==> src/rtl/spi3w_pkg.sv <==
package spi3w_pkg;
  localparam int ADDR_W  = 13;
  localparam int DATA_W  = 8;
  localparam int INSTR_W = 16;
  localparam int FRAME_W = INSTR_W + DATA_W;

  typedef logic [ADDR_W-1:0] addr_t;
  typedef logic [DATA_W-1:0] byte_t;

  localparam addr_t ADDR_CHAN = 13'h0003;
  localparam addr_t ADDR_RST  = 13'h0005;

  localparam logic [1:0] CHAN_RST = 2'b11;
  localparam int RST_SW_BIT   = 7;
  localparam int RST_LINK_BIT = 6;
endpackage

==> src/rtl/spi3w_frontend.sv <==
module spi3w_frontend
  import spi3w_pkg::*;
#(
  parameter int SYNC = 2
) (
  input  logic  clk,
  input  logic  rst_n,
  input  logic  csn_i,
  input  logic  sclk_i,
  input  logic  sdi_i,
  output addr_t rd_addr_o,
  input  byte_t rd_data_i,
  output logic  wr_en_o,
  output addr_t wr_addr_o,
  output byte_t wr_data_o,
  output logic  sdo_o,
  output logic  oe_o
);
  localparam int CNT_W = $clog2(FRAME_W + 1);
  localparam logic [CNT_W-1:0] CNT_INSTR = CNT_W'(INSTR_W);
  localparam logic [CNT_W-1:0] CNT_LAST  = CNT_W'(FRAME_W - 1);
  localparam logic [CNT_W-1:0] CNT_FULL  = CNT_W'(FRAME_W);

  logic [SYNC-1:0] sclk_sh, csn_sh, sdi_sh;
  logic            sclk_d;
  logic            sclk_s, csn_s, sdi_s, rise, fall;

  logic [CNT_W-1:0]   cnt_q, cnt_n;
  logic [INSTR_W-1:0] instr_q, instr_n;
  byte_t              dsh_q, dsh_n;
  logic               ld_q, ld_n, wr_q, wr_n, oe_q, oe_n, sdo_q, sdo_n;
  logic               is_read;

  always_ff @(posedge clk or negedge rst_n) begin
    if (!rst_n) begin
      sclk_sh <= '0;
      csn_sh  <= '1;
      sdi_sh  <= '0;
      sclk_d  <= 1'b0;
    end else begin
      sclk_sh <= {sclk_sh[SYNC-2:0], sclk_i};
      csn_sh  <= {csn_sh[SYNC-2:0], csn_i};
      sdi_sh  <= {sdi_sh[SYNC-2:0], sdi_i};
      sclk_d  <= sclk_s;
    end
  end

  assign sclk_s  = sclk_sh[SYNC-1];
  assign csn_s   = csn_sh[SYNC-1];
  assign sdi_s   = sdi_sh[SYNC-1];
  assign rise    = sclk_s & ~sclk_d;
  assign fall    = ~sclk_s & sclk_d;
  assign is_read = instr_q[INSTR_W-1];

  always_comb begin
    cnt_n   = cnt_q;
    instr_n = instr_q;
    dsh_n   = dsh_q;
    oe_n    = oe_q;
    sdo_n   = sdo_q;
    ld_n    = 1'b0;
    wr_n    = 1'b0;
    if (csn_s) begin
      cnt_n = '0;
      oe_n  = 1'b0;
      sdo_n = 1'b0;
    end else begin
      if (rise) begin
        if (cnt_q < CNT_INSTR) begin
          instr_n = {instr_q[INSTR_W-2:0], sdi_s};
        end else if (!is_read && cnt_q <= CNT_LAST) begin
          dsh_n = {dsh_q[DATA_W-2:0], sdi_s};
        end
        if (cnt_q == CNT_INSTR - 1'b1) ld_n = 1'b1;
        if (cnt_q == CNT_LAST && !is_read) wr_n = 1'b1;
        if (cnt_q != CNT_FULL) cnt_n = cnt_q + 1'b1;
      end
      if (ld_q && is_read) dsh_n = rd_data_i;
      if (fall && is_read && cnt_q >= CNT_INSTR) begin
        oe_n  = 1'b1;
        sdo_n = dsh_q[DATA_W-1];
        dsh_n = {dsh_q[DATA_W-2:0], 1'b0};
      end
    end
  end

  always_ff @(posedge clk or negedge rst_n) begin
    if (!rst_n) begin
      cnt_q   <= '0;
      instr_q <= '0;
      dsh_q   <= '0;
      ld_q    <= 1'b0;
      wr_q    <= 1'b0;
      oe_q    <= 1'b0;
      sdo_q   <= 1'b0;
    end else begin
      cnt_q   <= cnt_n;
      instr_q <= instr_n;
      dsh_q   <= dsh_n;
      ld_q    <= ld_n;
      wr_q    <= wr_n;
      oe_q    <= oe_n;
      sdo_q   <= sdo_n;
    end
  end

  assign rd_addr_o = instr_q[ADDR_W-1:0];
  assign wr_addr_o = instr_q[ADDR_W-1:0];
  assign wr_data_o = dsh_q;
  assign wr_en_o   = wr_q;
  assign sdo_o     = sdo_q;
  assign oe_o      = oe_q;
endmodule

==> src/rtl/spi3w_regbank.sv <==
module spi3w_regbank
  import spi3w_pkg::*;
#(
  parameter int    NREG      = 4,
  parameter addr_t BANK_BASE = 13'h0010
) (
  input  logic              clk,
  input  logic              rst_n,
  input  logic              wr_en_i,
  input  addr_t             wr_addr_i,
  input  byte_t             wr_data_i,
  input  addr_t             rd_addr_i,
  output byte_t             rd_data_o,
  output logic [NREG*8-1:0] cfg_a_o,
  output logic [NREG*8-1:0] cfg_b_o,
  output logic [1:0]        chan_sel_o,
  output logic              swrst_o,
  output logic              link_rst_o
);
  byte_t      a_q [NREG];
  byte_t      b_q [NREG];
  logic [1:0] chan_q, chan_n;
  logic       swrst_q, swrst_n, link_q, link_n;
  logic       wr_chan, wr_rst;

  assign wr_chan = wr_en_i && (wr_addr_i == ADDR_CHAN);
  assign wr_rst  = wr_en_i && (wr_addr_i == ADDR_RST);

  always_comb begin
    chan_n  = chan_q;
    swrst_n = 1'b0;
    link_n  = 1'b0;
    if (swrst_q) begin
      chan_n = CHAN_RST;
    end else begin
      if (wr_chan) chan_n = wr_data_i[1:0];
      if (wr_rst) begin
        swrst_n = wr_data_i[RST_SW_BIT];
        link_n  = wr_data_i[RST_LINK_BIT];
      end
    end
  end

  always_ff @(posedge clk or negedge rst_n) begin
    if (!rst_n) begin
      chan_q  <= CHAN_RST;
      swrst_q <= 1'b0;
      link_q  <= 1'b0;
    end else begin
      chan_q  <= chan_n;
      swrst_q <= swrst_n;
      link_q  <= link_n;
    end
  end

  for (genvar g = 0; g < NREG; g++) begin : g_reg
    localparam addr_t REG_ADDR = BANK_BASE + addr_t'(g);
    logic  hit;
    byte_t a_n, b_n;

    assign hit = wr_en_i && (wr_addr_i == REG_ADDR);

    always_comb begin
      a_n = a_q[g];
      b_n = b_q[g];
      if (swrst_q) begin
        a_n = '0;
        b_n = '0;
      end else if (hit) begin
        if (chan_q[0]) a_n = wr_data_i;
        if (chan_q[1]) b_n = wr_data_i;
      end
    end

    always_ff @(posedge clk or negedge rst_n) begin
      if (!rst_n) begin
        a_q[g] <= '0;
        b_q[g] <= '0;
      end else begin
        a_q[g] <= a_n;
        b_q[g] <= b_n;
      end
    end

    assign cfg_a_o[8*g +: 8] = a_q[g];
    assign cfg_b_o[8*g +: 8] = b_q[g];
  end

  always_comb begin
    rd_data_o = '0;
    if (rd_addr_i == ADDR_CHAN) begin
      rd_data_o = {6'b0, chan_q};
    end else if (rd_addr_i == ADDR_RST) begin
      rd_data_o = {swrst_q, 7'b0};
    end else begin
      for (int i = 0; i < NREG; i++) begin
        if (rd_addr_i == BANK_BASE + addr_t'(i)) rd_data_o = a_q[i];
      end
    end
  end

  assign chan_sel_o = chan_q;
  assign swrst_o    = swrst_q;
  assign link_rst_o = link_q;
endmodule

==> src/rtl/spi3w_regport.sv <==
module spi3w_regport
  import spi3w_pkg::*;
#(
  parameter int    NREG        = 4,
  parameter addr_t BANK_BASE   = 13'h0010,
  parameter int    SYNC_STAGES = 2
) (
  input  logic              clk,
  input  logic              rst_n,
  input  logic              cs_n,
  input  logic              sclk,
  input  logic              sdio_in,
  output logic              sdio_out,
  output logic              sdio_oe,
  output logic [NREG*8-1:0] cfg_a,
  output logic [NREG*8-1:0] cfg_b,
  output logic              link_rst
);
  logic [1:0] rst_sh;
  logic       rst_ns;
  addr_t      rd_addr, wr_addr;
  byte_t      rd_data, wr_data;
  logic       wr_en;
  logic [1:0] chan_sel;
  logic       swrst;

  always_ff @(posedge clk or negedge rst_n) begin
    if (!rst_n) rst_sh <= '0;
    else        rst_sh <= {rst_sh[0], 1'b1};
  end
  assign rst_ns = rst_sh[1];

  spi3w_frontend #(.SYNC(SYNC_STAGES)) i_front (
    .clk       (clk),
    .rst_n     (rst_ns),
    .csn_i     (cs_n),
    .sclk_i    (sclk),
    .sdi_i     (sdio_in),
    .rd_addr_o (rd_addr),
    .rd_data_i (rd_data),
    .wr_en_o   (wr_en),
    .wr_addr_o (wr_addr),
    .wr_data_o (wr_data),
    .sdo_o     (sdio_out),
    .oe_o      (sdio_oe)
  );

  spi3w_regbank #(.NREG(NREG), .BANK_BASE(BANK_BASE)) i_regs (
    .clk        (clk),
    .rst_n      (rst_ns),
    .wr_en_i    (wr_en),
    .wr_addr_i  (wr_addr),
    .wr_data_i  (wr_data),
    .rd_addr_i  (rd_addr),
    .rd_data_o  (rd_data),
    .cfg_a_o    (cfg_a),
    .cfg_b_o    (cfg_b),
    .chan_sel_o (chan_sel),
    .swrst_o    (swrst),
    .link_rst_o (link_rst)
  );
endmodule

==> config.mk <==
export PLATFORM = sky130hd
export DESIGN_NAME = spi3w_regport
export DESIGN_NICKNAME = d
export VERILOG_FILES = /design/src/rtl/spi3w_pkg.sv /design/src/rtl/spi3w_frontend.sv /design/src/rtl/spi3w_regbank.sv /design/src/rtl/spi3w_regport.sv
export SDC_FILE = /design/constraint.sdc
export NUM_CORES = 1
export LEC_CHECK = 0
export BUFFER_PORTS_ARGS = -buffer_cell sky130_fd_sc_hd__buf_2
export CORE_ASPECT_RATIO = 0.5
export CORE_MARGIN = 3
export CORE_UTILIZATION = 55
export DETAILED_ROUTE_END_ITERATION = 6
export GPL_TIMING_DRIVEN = 0
export PLACE_DENSITY = 0.77
export SLEW_MARGIN = 20
export SYNTH_ARGS = -nofsm -noshare
export SYNTH_HDL_FRONTEND = slang
export SYNTH_SLANG_ARGS = --single-unit
==> constraint.sdc <==
create_clock -name clk -period 4.4 [get_ports clk]
set_clock_uncertainty 0.2 [all_clocks]
set_input_delay 0.88 -clock clk [delete_from_list [all_inputs] [get_ports clk]]
set_output_delay 0.88 -clock clk [all_outputs]
set_load 0.01 [all_outputs]
==> results of run 1 <==
[worst register-to-register path, cell delays in order, from the launching register on]
cell	delay, ns
dfstp_2	0.37
clkbuf_1	0.22
nor3_1	0.90
clkbuf_1	0.45
mux2_2	0.39
[power by group through the flow]
stage	logic, W	clock network [W]	registers (W)
floorplan	0.000286	0	0.00113
global placement	0.000366	0	0.00114
detailed placement	0.000396	0	0.00113
CTS	0.000406	0.000832	0.00111
global route	0.000442	0.000875	0.00112
finish	0.000407	0.000816	0.00111
[routing by layer]
metal | track usage | vias to the layer above | share of wire
li1 | - | 1581 | -
met1 | 0.322 | 1754 | 0.46
met2 | 0.362 | 96 | 0.46
met3 | 0.0602 | 14 | 0.064
met4 | 0.0569 | 0 | 0.013
met5 | 0 | - | 0
[per-stage QoR]
stage,power [W],std cells,utilization
after global placement,0.00151,589,0.651
after detailed placement,0.00152,591,0.658
final,0.00233,608,0.695
after CTS,0.00235,608,0.695
after floorplan,0.00141,406,-
after global routing,0.00243,608,0.695
[synth_stat cells, types with 3 or more instances]
master      n  share of area
nand2_1    13         0.0099
clkbuf_1   18          0.014
a31oi_1     3         0.0038
nand2b_1    3         0.0038
nor2_1     70          0.053
dfstp_2     4          0.021
inv_1       7         0.0053
dfrtp_1   106           0.54
ha_1        3         0.0076
nor2b_1    10          0.013
nor4_4      5          0.022
nor3b_1     6         0.0091
o21ai_0     6         0.0061
mux4_2      5          0.023
nand3_1     4         0.0041
mux2_2     31          0.071
mux2i_1    52           0.11
a21oi_1    16          0.016
buf_1       4         0.0030
[cells by family after synthesis]
kind of cell	after synthesis
fa+ha+maj	3
flops	110
compound gates	39
buf+inv	32
mux	88
simple gates	130
other cells	1
xor+xnor	3
[state kept, by name (all words and copies together) (netlist names)]
signal             count
i_regs.cfg_a_o        32
i_regs.swrst_o         1
i_front.cnt_q          5
i_front.ld_q           1
i_front.wr_en_o        1
i_front.sdo_o          1
i_front.instr_q       16
i_regs.cfg_b_o        32
i_regs.link_rst_o      1
i_regs.chan_sel_o      2
i_front.oe_o           1
i_front.sclk_d         1
i_front.csn_sh         2
rst_sh                 2
i_front.sdi_sh         2
i_front.sclk_sh        2
i_front.wr_data_o      8
[worst max-delay path by stage]
stage | to | startpoint | slack, ns | cells after the start
after floorplan | i_front.cnt_q[0] | rst_sh[1] | 0.92 | 0
after global placement | i_regs.cfg_b_o[21] | rst_sh[1] | -0.30 | 0
after detailed placement | i_front.instr_q[14] | i_front.csn_sh[1] | 1.72 | 4
after CTS | i_front.instr_q[14] | i_front.csn_sh[1] | 1.72 | 4
after global routing | i_front.instr_q[13] | i_front.csn_sh[1] | 1.55 | 4
final | i_front.instr_q[14] | i_front.csn_sh[1] | 1.75 | 4
[area by class of cell]
cell class                      count  area (um^2)  area share
Timing Repair Buffer               74          420      0.0725
Inverter                            7         26.3     0.00453
Tap cell                          112          140      0.0242
Clock buffer                       11          243      0.0419
Clock inverter                      5         58.8      0.0101
Multi-Input combinational cell    264         2050       0.353
Buffer                             25          100      0.0173
Sequential cell                   110         2760       0.476
==> results.md, run 1 <==
- Sequential share of power: 0.475
- CP top delay family: simple AND/OR/NAND/NOR gates
- Startpoint types: flip-flop
- Sw frac: 0.287
- Worst-skew pair later-pin latency: 0.35 ns
- Mean Syn Cell Area: 12.2 um^2
- VDD IR max: 0.210 mV
- Psw: 0.000668 W
- Gate count of the mapped netlist: 406
- Max-Slew Margin vs Limit: 0.296
- Pin count of the biggest net entering global routing: 51
- Layout cells sized above 1: 0.292
- CP max stage delay: 0.89 ns
- Max Cap Viol: 0
- Dpl ws: 1.72 ns
- Most frequent cells in the layout: dfrtp_1, buf_2, nor2_1, mux2i_1, mux2_2
- Post-route setup TNS: 0 ns
- Setup violators final: 0
- Die area: 10200 um^2
- FF-to-FF End: i_front.instr_q[14]
- Hold Path Class: flip-flop to async pin
- CTS-repair resized insts: 0
- Gr usage total: 0.229
- Pwr Density: 402 nW/um^2
- Syn_nets: 414
- Post-Synth Simple-Gate Area: 0.151
- Chip width: 140 um
- Initial DRT Pass Iterations: 4
- Comb power frac: 0.175
- Predominant post-synthesis flop cell: dfrtp_1
- Worst setup margin: 1.75 ns
- Mux share of post-synthesis cell area: 0.199
- Mapped Area: 4930 um^2
- Pleak: 2.85 nW
- CTS tree: done
- Worst-Margin Slew: 1.05 ns
- Final worst path period need: 2.65 ns
- WL per Instance: 18.5 um
- Initial core utilization: 0.591
- Routed via count: 3445
- Most frequent CP cell: clkbuf_1
- Num rows: 23
- Reg2reg setup slack: 1.75 ns
- Largest fanout on the critical path: 10
- Cell Chain, Critical Path: clkbuf_1 -> nor3_1 -> clkbuf_1 -> mux2_2
- RD Place Congestion: 0.827
- Worst Path Arrival: 2.68 ns
- Post-synthesis register bit count: 110
- Distinct cells, synth: 52
- Largest family of logic cells by synthesized area: multiplexers
- HPWL reported at the end of detailed placement: 7620 um
- Clk root buf: clkbuf_16
- Number of buffers created by CTS: 9
- CP Capture Type: flip-flop
- Max Clock Freq: 378 MHz
- Vias in the first global route: 3360
- Final WL: 11200 um
- Most common cell after layout, fill and taps aside: dfrtp_1
- Crit share post-route: 0.601
- Slew Limit Fails: 0
- Post-synthesis sequential area ratio: 0.559
- Clk sink count: 110
- 1st-iter DRT viols: 165
- Number of synthesized flops with an enable pin: 0
- GR Overflow Total: 0
- Vias per cell: 5.67
- Die Ht: 73.0 um
- Clock buffer depth: 2
- CORE AREA: 8350 um^2
- Initial antenna violation count: 0
- Hold Buf Count CTS: 1
- Number of setup buffers added after CTS: 0
- Clock power share: 0.350
- Worst EP required: 4.43 ns
- Global-route wire length before repair: 18000 um
- Worst-path clk slew: 0.07 ns
- Pint: 0.00166 W
- R2R cell count: 4
- CP Class: flip-flop to flip-flop
- # DRC: 0
- Final hold vios: 0
- Antenna Cells: 0
- # IOs: 72
- Syn. warnings: 0
- Outcome: finished clean
- Final-layout fill cell count: 619
- Input/output buffers: 71
- Worst R2R Start: i_front.csn_sh[1]
- Synth async-reset ratio: 1.00
- CP max-delay cell: nor3_1
- Antenna Nets Post-Route: 0
- H-tree depth: 3
- Hold slack: 0.100 ns
- Unrepaired setup endpoints after global routing: no
- Compound-cell area share of the yosys netlist: 0.0512
- Synthesis-to-finish area growth: 17.6%
- Placed cell areas: 5490 um^2
- XOR/XNOR Fraction of Synth Area: 0.00533
- Adder-cell share of the synthesized area: 0.00761
- NumNets Final: 499
- Finished Cell Area: 5800 um^2
- WP buf/inv: 2
Note: power is estimated with default switching activity, not from simulation.
==> run 2: changes to the inputs <==
--- a/config.mk
+++ b/config.mk
@@ -8,10 +8,10 @@
 export BUFFER_PORTS_ARGS = -buffer_cell sky130_fd_sc_hd__buf_2
 export CORE_ASPECT_RATIO = 0.5
 export CORE_MARGIN = 3
-export CORE_UTILIZATION = 55
+export CORE_UTILIZATION = 51
 export DETAILED_ROUTE_END_ITERATION = 6
 export GPL_TIMING_DRIVEN = 0
-export PLACE_DENSITY = 0.77
+export PLACE_DENSITY = 0.75
 export SLEW_MARGIN = 20
 export SYNTH_ARGS = -nofsm -noshare
 export SYNTH_HDL_FRONTEND = slang
==> constraint.sdc (replaced) <==
create_clock -name clk -period 2.3 [get_ports clk]
set_clock_uncertainty 0.2 [all_clocks]
set_input_delay 0.46 -clock clk [delete_from_list [all_inputs] [get_ports clk]]
set_output_delay 0.46 -clock clk [all_outputs]
set_load 0.01 [all_outputs]
==> run 2 against run 1 <==
  * Non-clock buffer count rose by 11
  * Fmax rose by 20%
  * Sequential share of layout area fell by 2.1 points
  * Power up 98%
  * First-iteration DRC count increased by 79%
  * Register-to-register slack lost 1.7 ns
  * Global-route usage fell by 1.2 points
  * Sequential cell count is the same
  * Hold slack worse by 0.083 ns
  * Sequential power increased by 93%
  * Critical path type unchanged
  * Largest power group unchanged
==> results.md, run 2 (synthesis gave the netlist of run 1 again) <==
- Outcome: finished clean (unchanged)
- Layout cells sized above 1: 0.327 (was 0.292)
- H-tree depth: 3 (unchanged)
- Finished Cell Area: 6060 um^2 (was 5800 um^2)
- Die Ht: 75.5 um (was 73.0 um)
- Worst EP required: 2.33 ns (was 4.43 ns)
- Most common cell after layout, fill and taps aside: dfrtp_1 (unchanged)
- CP Class: flip-flop to flip-flop (unchanged)
- Worst Path Arrival: 2.23 ns (was 2.68 ns)
- Clock buffer depth: 2 (unchanged)
- Tot Pwr: 0.00461 W (was 0.00233 W)
- HPWL reported at the end of detailed placement: 7620 um (about the same)
- Routed via count: 3528 (was 3445)
- Die area: 11000 um^2 (was 10200 um^2)
- Final worst path period need: 2.20 ns (was 2.65 ns)
- Final-layout fill cell count: 645 (was 619)
- Slew Limit Fails: 0 (unchanged)
- Gr usage total: 0.217 (was 0.229)
- CP Capture Type: flip-flop (unchanged)
- Max Cap Viol: 0 (unchanged)
- Synthesis-to-finish area growth: 22.9% (was 17.6%)
- Most frequent cells in the layout: dfrtp_1, buf_2, nor2_1, mux2i_1, mux2_2 (unchanged)
- Worst-Margin Slew: 0.575 ns (was 1.05 ns)
- Antenna Nets Post-Route: 0 (unchanged)
- Initial antenna violation count: 0 (unchanged)
- Pin count of the biggest net entering global routing: 47 (was 51)
- Startpoint types: flip-flop (unchanged)
- Multi-input gate area: 2090 um^2 (was 2050 um^2)
- Initial core utilization: 0.546 (was 0.591)
- Max-Slew Margin vs Limit: 0.617 (was 0.296)
- Input/output buffers: 71 (unchanged)
- Pleak: 2.97 nW (was 2.85 nW)
- Worst-skew pair later-pin latency: 0.34 ns (was 0.35 ns)
- Final hold vios: 0 (unchanged)
- Vias in the first global route: 3445 (was 3360)
- Final Util: 0.671 (was 0.695)
- 1st-iter DRT viols: 296 (was 165)
- Vias per cell: 5.54 (was 5.67)
- Dpl cells: 609 (was 591)
- Num rows: 24 (was 23)
- Crit share post-route: 0.959 (was 0.601)
- Antenna Cells: 0 (unchanged)
- Largest fanout on the critical path: 10 (unchanged)
- Clk root buf: clkbuf_16 (unchanged)
- # DRC: 0 (unchanged)
- Register area: 2760 um^2 (unchanged)
- GR Overflow Total: 0 (unchanged)
- Final WL: 11500 um (was 11200 um)
- WL per Instance: 18.1 um (was 18.5 um)
- VDD IR max: 0.578 mV (was 0.210 mV)
- NumNets Final: 510 (was 499)
- Placed cell areas: 5510 um^2 (was 5490 um^2)
- Global-route wire length before repair: 18600 um (was 18000 um)
- Max Clock Freq: 454 MHz (was 378 MHz)
- Setup violators final: 0 (unchanged)
- Hold Path Class: flip-flop to async pin (unchanged)
- Clk sink count: 110 (unchanged)
- CORE AREA: 9040 um^2 (was 8350 um^2)
- Initial DRT Pass Iterations: 6 (was 4)
- Number of buffers created by CTS: 9 (unchanged)
- RD Place Congestion: 0.893 (was 0.827)
- Worst-path clk slew: 0.08 ns (was 0.07 ns)
- Pwr Density: 761 nW/um^2 (was 402 nW/um^2)
- # IOs: 72 (unchanged)
- CTS tree: done (unchanged)
- Non-filler cells, final: 637 (was 608)
- Chip width: 145 um (was 140 um)
## run 2: cell count changes in the layout (fill, tap and decap cells not counted), moves of 2 or more
cell,before,now
buf_4,1,7
a31oi_2,2,0
clkbuf_1,19,12
nor3_4,1,3
clkbuf_2,0,5
a31oi_4,0,2
buf_12,0,6
## run 2: cell type report
type                    instances  area share
well taps                     130      0.0268
plain buffers                  23      0.0163
clock buffers                   9      0.0372
inverters                       7     0.00434
repair buffers                 87      0.0983
clock inverters                 7      0.0159
flip-flops and latches        110       0.456
multi-input cells             264       0.346
## run 2: worst max-delay path, stage by stage (launching register included)
cell       delay [ns]
dfrtp_1          0.42
ha_1             0.25
a2111oi_1        0.50
o22ai_2          0.27
clkbuf_2         0.26
nor2_1           0.13
a21oi_1          0.05
## run 2: power breakdown
group	leakage, nW	internal [W]	total, W	switching (W)
registers	1.48	0.00204	0.00214	0.0000986
clock network	0.148	0.000957	0.00168	0.000722
logic	1.34	0.000287	0.000798	0.000511
## run 2: timing repair
action                                 in CTS  in global routing
setup endpoints to repair                  80                 57
cloned                                      0                  0
endpoints found under the hold margin       3                  0
buffers inserted                            9                  3
pin swaps                                   8                  3
gates resized for setup                     7                 10
hold buffers                                2                  0
## run 2: path summary, 6_finish.rpt
check	slack, ns	depth (start not counted)	to	startpoint
hold / removal	0.02	0	i_regs.cfg_b_o[2]	rst_sh[1]
min in group clk	0.02	1	i_front.sdi_sh[0]	sdio_in
hold reg to reg	0.02	0	i_regs.cfg_b_o[2]	rst_sh[1]
setup reg to reg	0.1	6	i_front.wr_data_o[5]	i_front.cnt_q[0]
max in group asynchronous	1.30	1	i_regs.chan_sel_o[1]	rst_sh[1]
setup / recovery	0.1	6	i_front.wr_data_o[5]	i_front.cnt_q[0]
## run 2: stage by stage
stage | worst slack [ns] | setup TNS, ns | hold WS, ns
6_report | 0.0954 | 0 | 0.0171
5_1_grt | -0.0327 | -0.0327 | 0.0110
4_1_cts | 0.0243 | 0 | 0.00614
3_5_place_dp | -0.309 | -13.27 | 0.0337
3_3_place_gp | -0.390 | -51.92 | 0.0448
2_1_floorplan | 0.0726 | 0 | -0.0356
## run 2: routing by layer
| layer | wire length [um] | global-route usage | vias to the layer above | part of all wire |
|---|---|---|---|---|
| met2 | 5400 | 0.352 | 100 | 0.47 |
| met5 | 0 | 0 | - | 0 |
| met3 | 627 | 0.0463 | 19 | 0.054 |
| li1 | - | - | 1611 | - |
| met4 | 224 | 0.0652 | 0 | 0.019 |
| met1 | 5250 | 0.304 | 1798 | 0.46 |
==> run 3: changes to the inputs <==
--- a/config.mk
+++ b/config.mk
@@ -11,6 +11,7 @@
 export CORE_UTILIZATION = 51
 export DETAILED_ROUTE_END_ITERATION = 6
 export GPL_TIMING_DRIVEN = 0
+export HOLD_SLACK_MARGIN = 0.02
 export PLACE_DENSITY = 0.75
 export SLEW_MARGIN = 20
 export SYNTH_ARGS = -nofsm -noshare
==> run 3 against run 2 <==
  * The flow now finishes with violations (DRC)
  * Combinational power hardly changed
  * Utilization increased by 0.22 points
  * First-iteration DRC count is 1.4% lower
  * Cell count grew 0.31%
  * Sequential share of layout area is 0.15 points lower
  * Sequential cell count unchanged
  * Critical path type unchanged
  * Highest routed layer unchanged
==> results.md, run 3 (synthesis gave the netlist of run 1 again) <==
- Multi-input gate area: 2090 um^2 (unchanged)
- Outcome: finished, violations left (was finished clean)
- Pwr Density: 758 nW/um^2 (was 761 nW/um^2)
- GR Overflow Total: 0 (unchanged)
- Dpl ws: -0.309 ns (unchanged)
- Worst R2R Start: i_front.cnt_q[0] (unchanged)
- Sequential share of power: 0.464 (was 0.463)
- Num rows: 24 (unchanged)
- Reg2reg setup slack: 0.07 ns (was 0.1 ns)
- Pin count of the biggest net entering global routing: 47 (unchanged)
- WL per Instance: 18.0 um (was 18.1 um)
- Die area: 11000 um^2 (unchanged)
- Gr usage total: 0.217 (about the same)
- Initial core utilization: 0.546 (unchanged)
- Routed via count: 3510 (was 3528)
- Hold slack: 0.0257 ns (was 0.0171 ns)
- Clock power share: 0.363 (was 0.364)
- Final worst path period need: 2.23 ns (was 2.20 ns)
- Max Clock Freq: 449 MHz (was 454 MHz)
- Register area: 2760 um^2 (unchanged)
- Worst-Margin Slew: 0.586 ns (was 0.575 ns)
- NumNets Final: 512 (was 510)
- Clock buffer depth: 2 (unchanged)
- Worst EP required: 2.33 ns (about the same)
- RD Place Congestion: 0.893 (unchanged)
- Final WL: 11500 um (about the same)
- HPWL reported at the end of detailed placement: 7620 um (unchanged)
- Initial DRT Pass Iterations: 7 (was 6)
- WP buf/inv: 1 (unchanged)
- CTS tree: done (unchanged)
- Pleak: 2.98 nW (was 2.97 nW)
- # DRC: 2 (was 0)
- Sw frac: 0.287 (was 0.288)
- Input/output buffers: 71 (unchanged)
- Synthesis-to-finish area growth: 23.3% (was 22.9%)
- Vias per cell: 5.49 (was 5.54)
- Chip width: 145 um (unchanged)
- Worst-path clk slew: 0.07 ns (was 0.08 ns)
- CP max-delay cell: a2111oi_1 (unchanged)
- Final hold vios: 0 (unchanged)
- 1st-iter DRT viols: 292 (was 296)
- H-tree depth: 3 (unchanged)
- CP Capture Type: flip-flop (unchanged)
- VDD IR max: 0.585 mV (was 0.578 mV)
- Final-layout fill cell count: 643 (was 645)
- Antenna Nets Post-Route: 0 (unchanged)
- CP top delay family: compound AO/OA/AOI/OAI gates (unchanged)
- Tot Pwr: 0.00461 W (about the same)
- Most frequent cells in the layout: dfrtp_1, buf_2, nor2_1, mux2i_1, mux2_2 (unchanged)
- Clk sink count: 110 (unchanged)
- Dpl cells: 609 (unchanged)
- Crit share post-route: 0.969 (was 0.959)
- Cell Chain, Critical Path: ha_1 -> a2111oi_1 -> o22ai_2 -> clkbuf_2 -> nor2_1 -> a21oi_1 (unchanged)
- Clk root buf: clkbuf_16 (unchanged)
- Vias in the first global route: 3459 (was 3445)
- Pint: 0.00328 W (about the same)
- Slew Limit Fails: 0 (unchanged)
- Worst-skew pair later-pin latency: 0.34 ns (about the same)
- Die Ht: 75.5 um (unchanged)
- CP max stage delay: 0.51 ns (was 0.50 ns)
- Failing checks: DRC
- Setup violators final: 0 (unchanged)
- Antenna Cells: 0 (unchanged)
- Global-route wire length before repair: 18600 um (about the same)
- Initial antenna violation count: 0 (unchanged)
- Worst Path Arrival: 2.26 ns (was 2.23 ns)
- R2R cell count: 6 (unchanged)
- Max-Slew Margin vs Limit: 0.609 (was 0.617)
- CP Class: flip-flop to flip-flop (unchanged)
- Non-filler cells, final: 639 (was 637)
- Psw: 0.00132 W (was 0.00133 W)
- Worst setup margin: 0.0715 ns (was 0.0954 ns)
- Largest fanout on the critical path: 10 (unchanged)
- Comb power frac: 0.173 (about the same)
- FF-to-FF End: i_front.wr_data_o[5] (unchanged)
- Max Cap Viol: 0 (unchanged)
- Number of buffers created by CTS: 9 (unchanged)
- Most common cell after layout, fill and taps aside: dfrtp_1 (unchanged)
- Startpoint types: flip-flop (unchanged)
- # IOs: 72 (unchanged)
- Layout cells sized above 1: 0.326 (was 0.327)
- Hold Path Class: flip-flop to async pin (unchanged)
- CORE AREA: 9040 um^2 (unchanged)
run 3: cell type report:
| class | instances | area share |
|---|---|---|
| Clock buffer | 9 | 0.0370 |
| Timing Repair Buffer | 89 | 0.101 |
| Inverter | 7 | 0.00432 |
| Multi-Input combinational cell | 264 | 0.344 |
| Clock inverter | 7 | 0.0158 |
| Tap cell | 130 | 0.0267 |
| Sequential cell | 110 | 0.454 |
| Buffer | 23 | 0.0163 |
run 3: what timing repair did:
action | in CTS | in global routing
hold buffers | 4 | 0
setup buffers | 9 | 3
pin swaps | 8 | 3
endpoints found under the hold margin | 5 | 0
endpoints found under the setup margin | 80 | 57
gates resized for setup | 7 | 10
run 3: how the worst max path moves through the flow:
| stage | startpoint | endpoint | cells after the start |
|---|---|---|---|
| floorplan | i_front.csn_sh[1] | i_front.instr_q[10] | 4 |
| global placement | rst_sh[1] | i_regs.cfg_a_o[12] | 0 |
| detailed placement | i_front.instr_q[5] | i_regs.cfg_a_o[13] | 5 |
| CTS | i_front.instr_q[10] | i_regs.cfg_a_o[16] | 7 |
| global route | i_front.cnt_q[4] | i_front.wr_data_o[4] | 6 |
| finish | i_front.cnt_q[0] | i_front.wr_data_o[5] | 6 |
run 3: routing by layer:
| layer | global-route usage | routed length [um] |
|---|---|---|
| met2 | 0.354 | 5440 |
| met4 | 0.0652 | 208 |
| met1 | 0.304 | 5060 |
| met3 | 0.0463 | 806 |
| met5 | 0 | 0 |
run 3: metrics by stage:
step | area, um^2 | setup TNS, ns | utilization
after CTS | 6060 | 0 | 0.670
after global routing | 6080 | -0.0327 | 0.673
after global placement | 5450 | -51.92 | 0.603
after detailed placement | 5510 | -13.27 | 0.610
final | 6080 | 0 | 0.673
after floorplan | 4930 | 0 | -
run 3: power by group through the flow:
stage          sequential [W]  combinational (W)  clock (W)
2_1_floorplan         0.00216           0.000547          0
3_3_place_gp          0.00218           0.000698          0
3_5_place_dp          0.00216           0.000756          0
4_1_cts               0.00212           0.000792    0.00169
5_1_grt               0.00215           0.000866    0.00177
6_report              0.00214           0.000799    0.00167
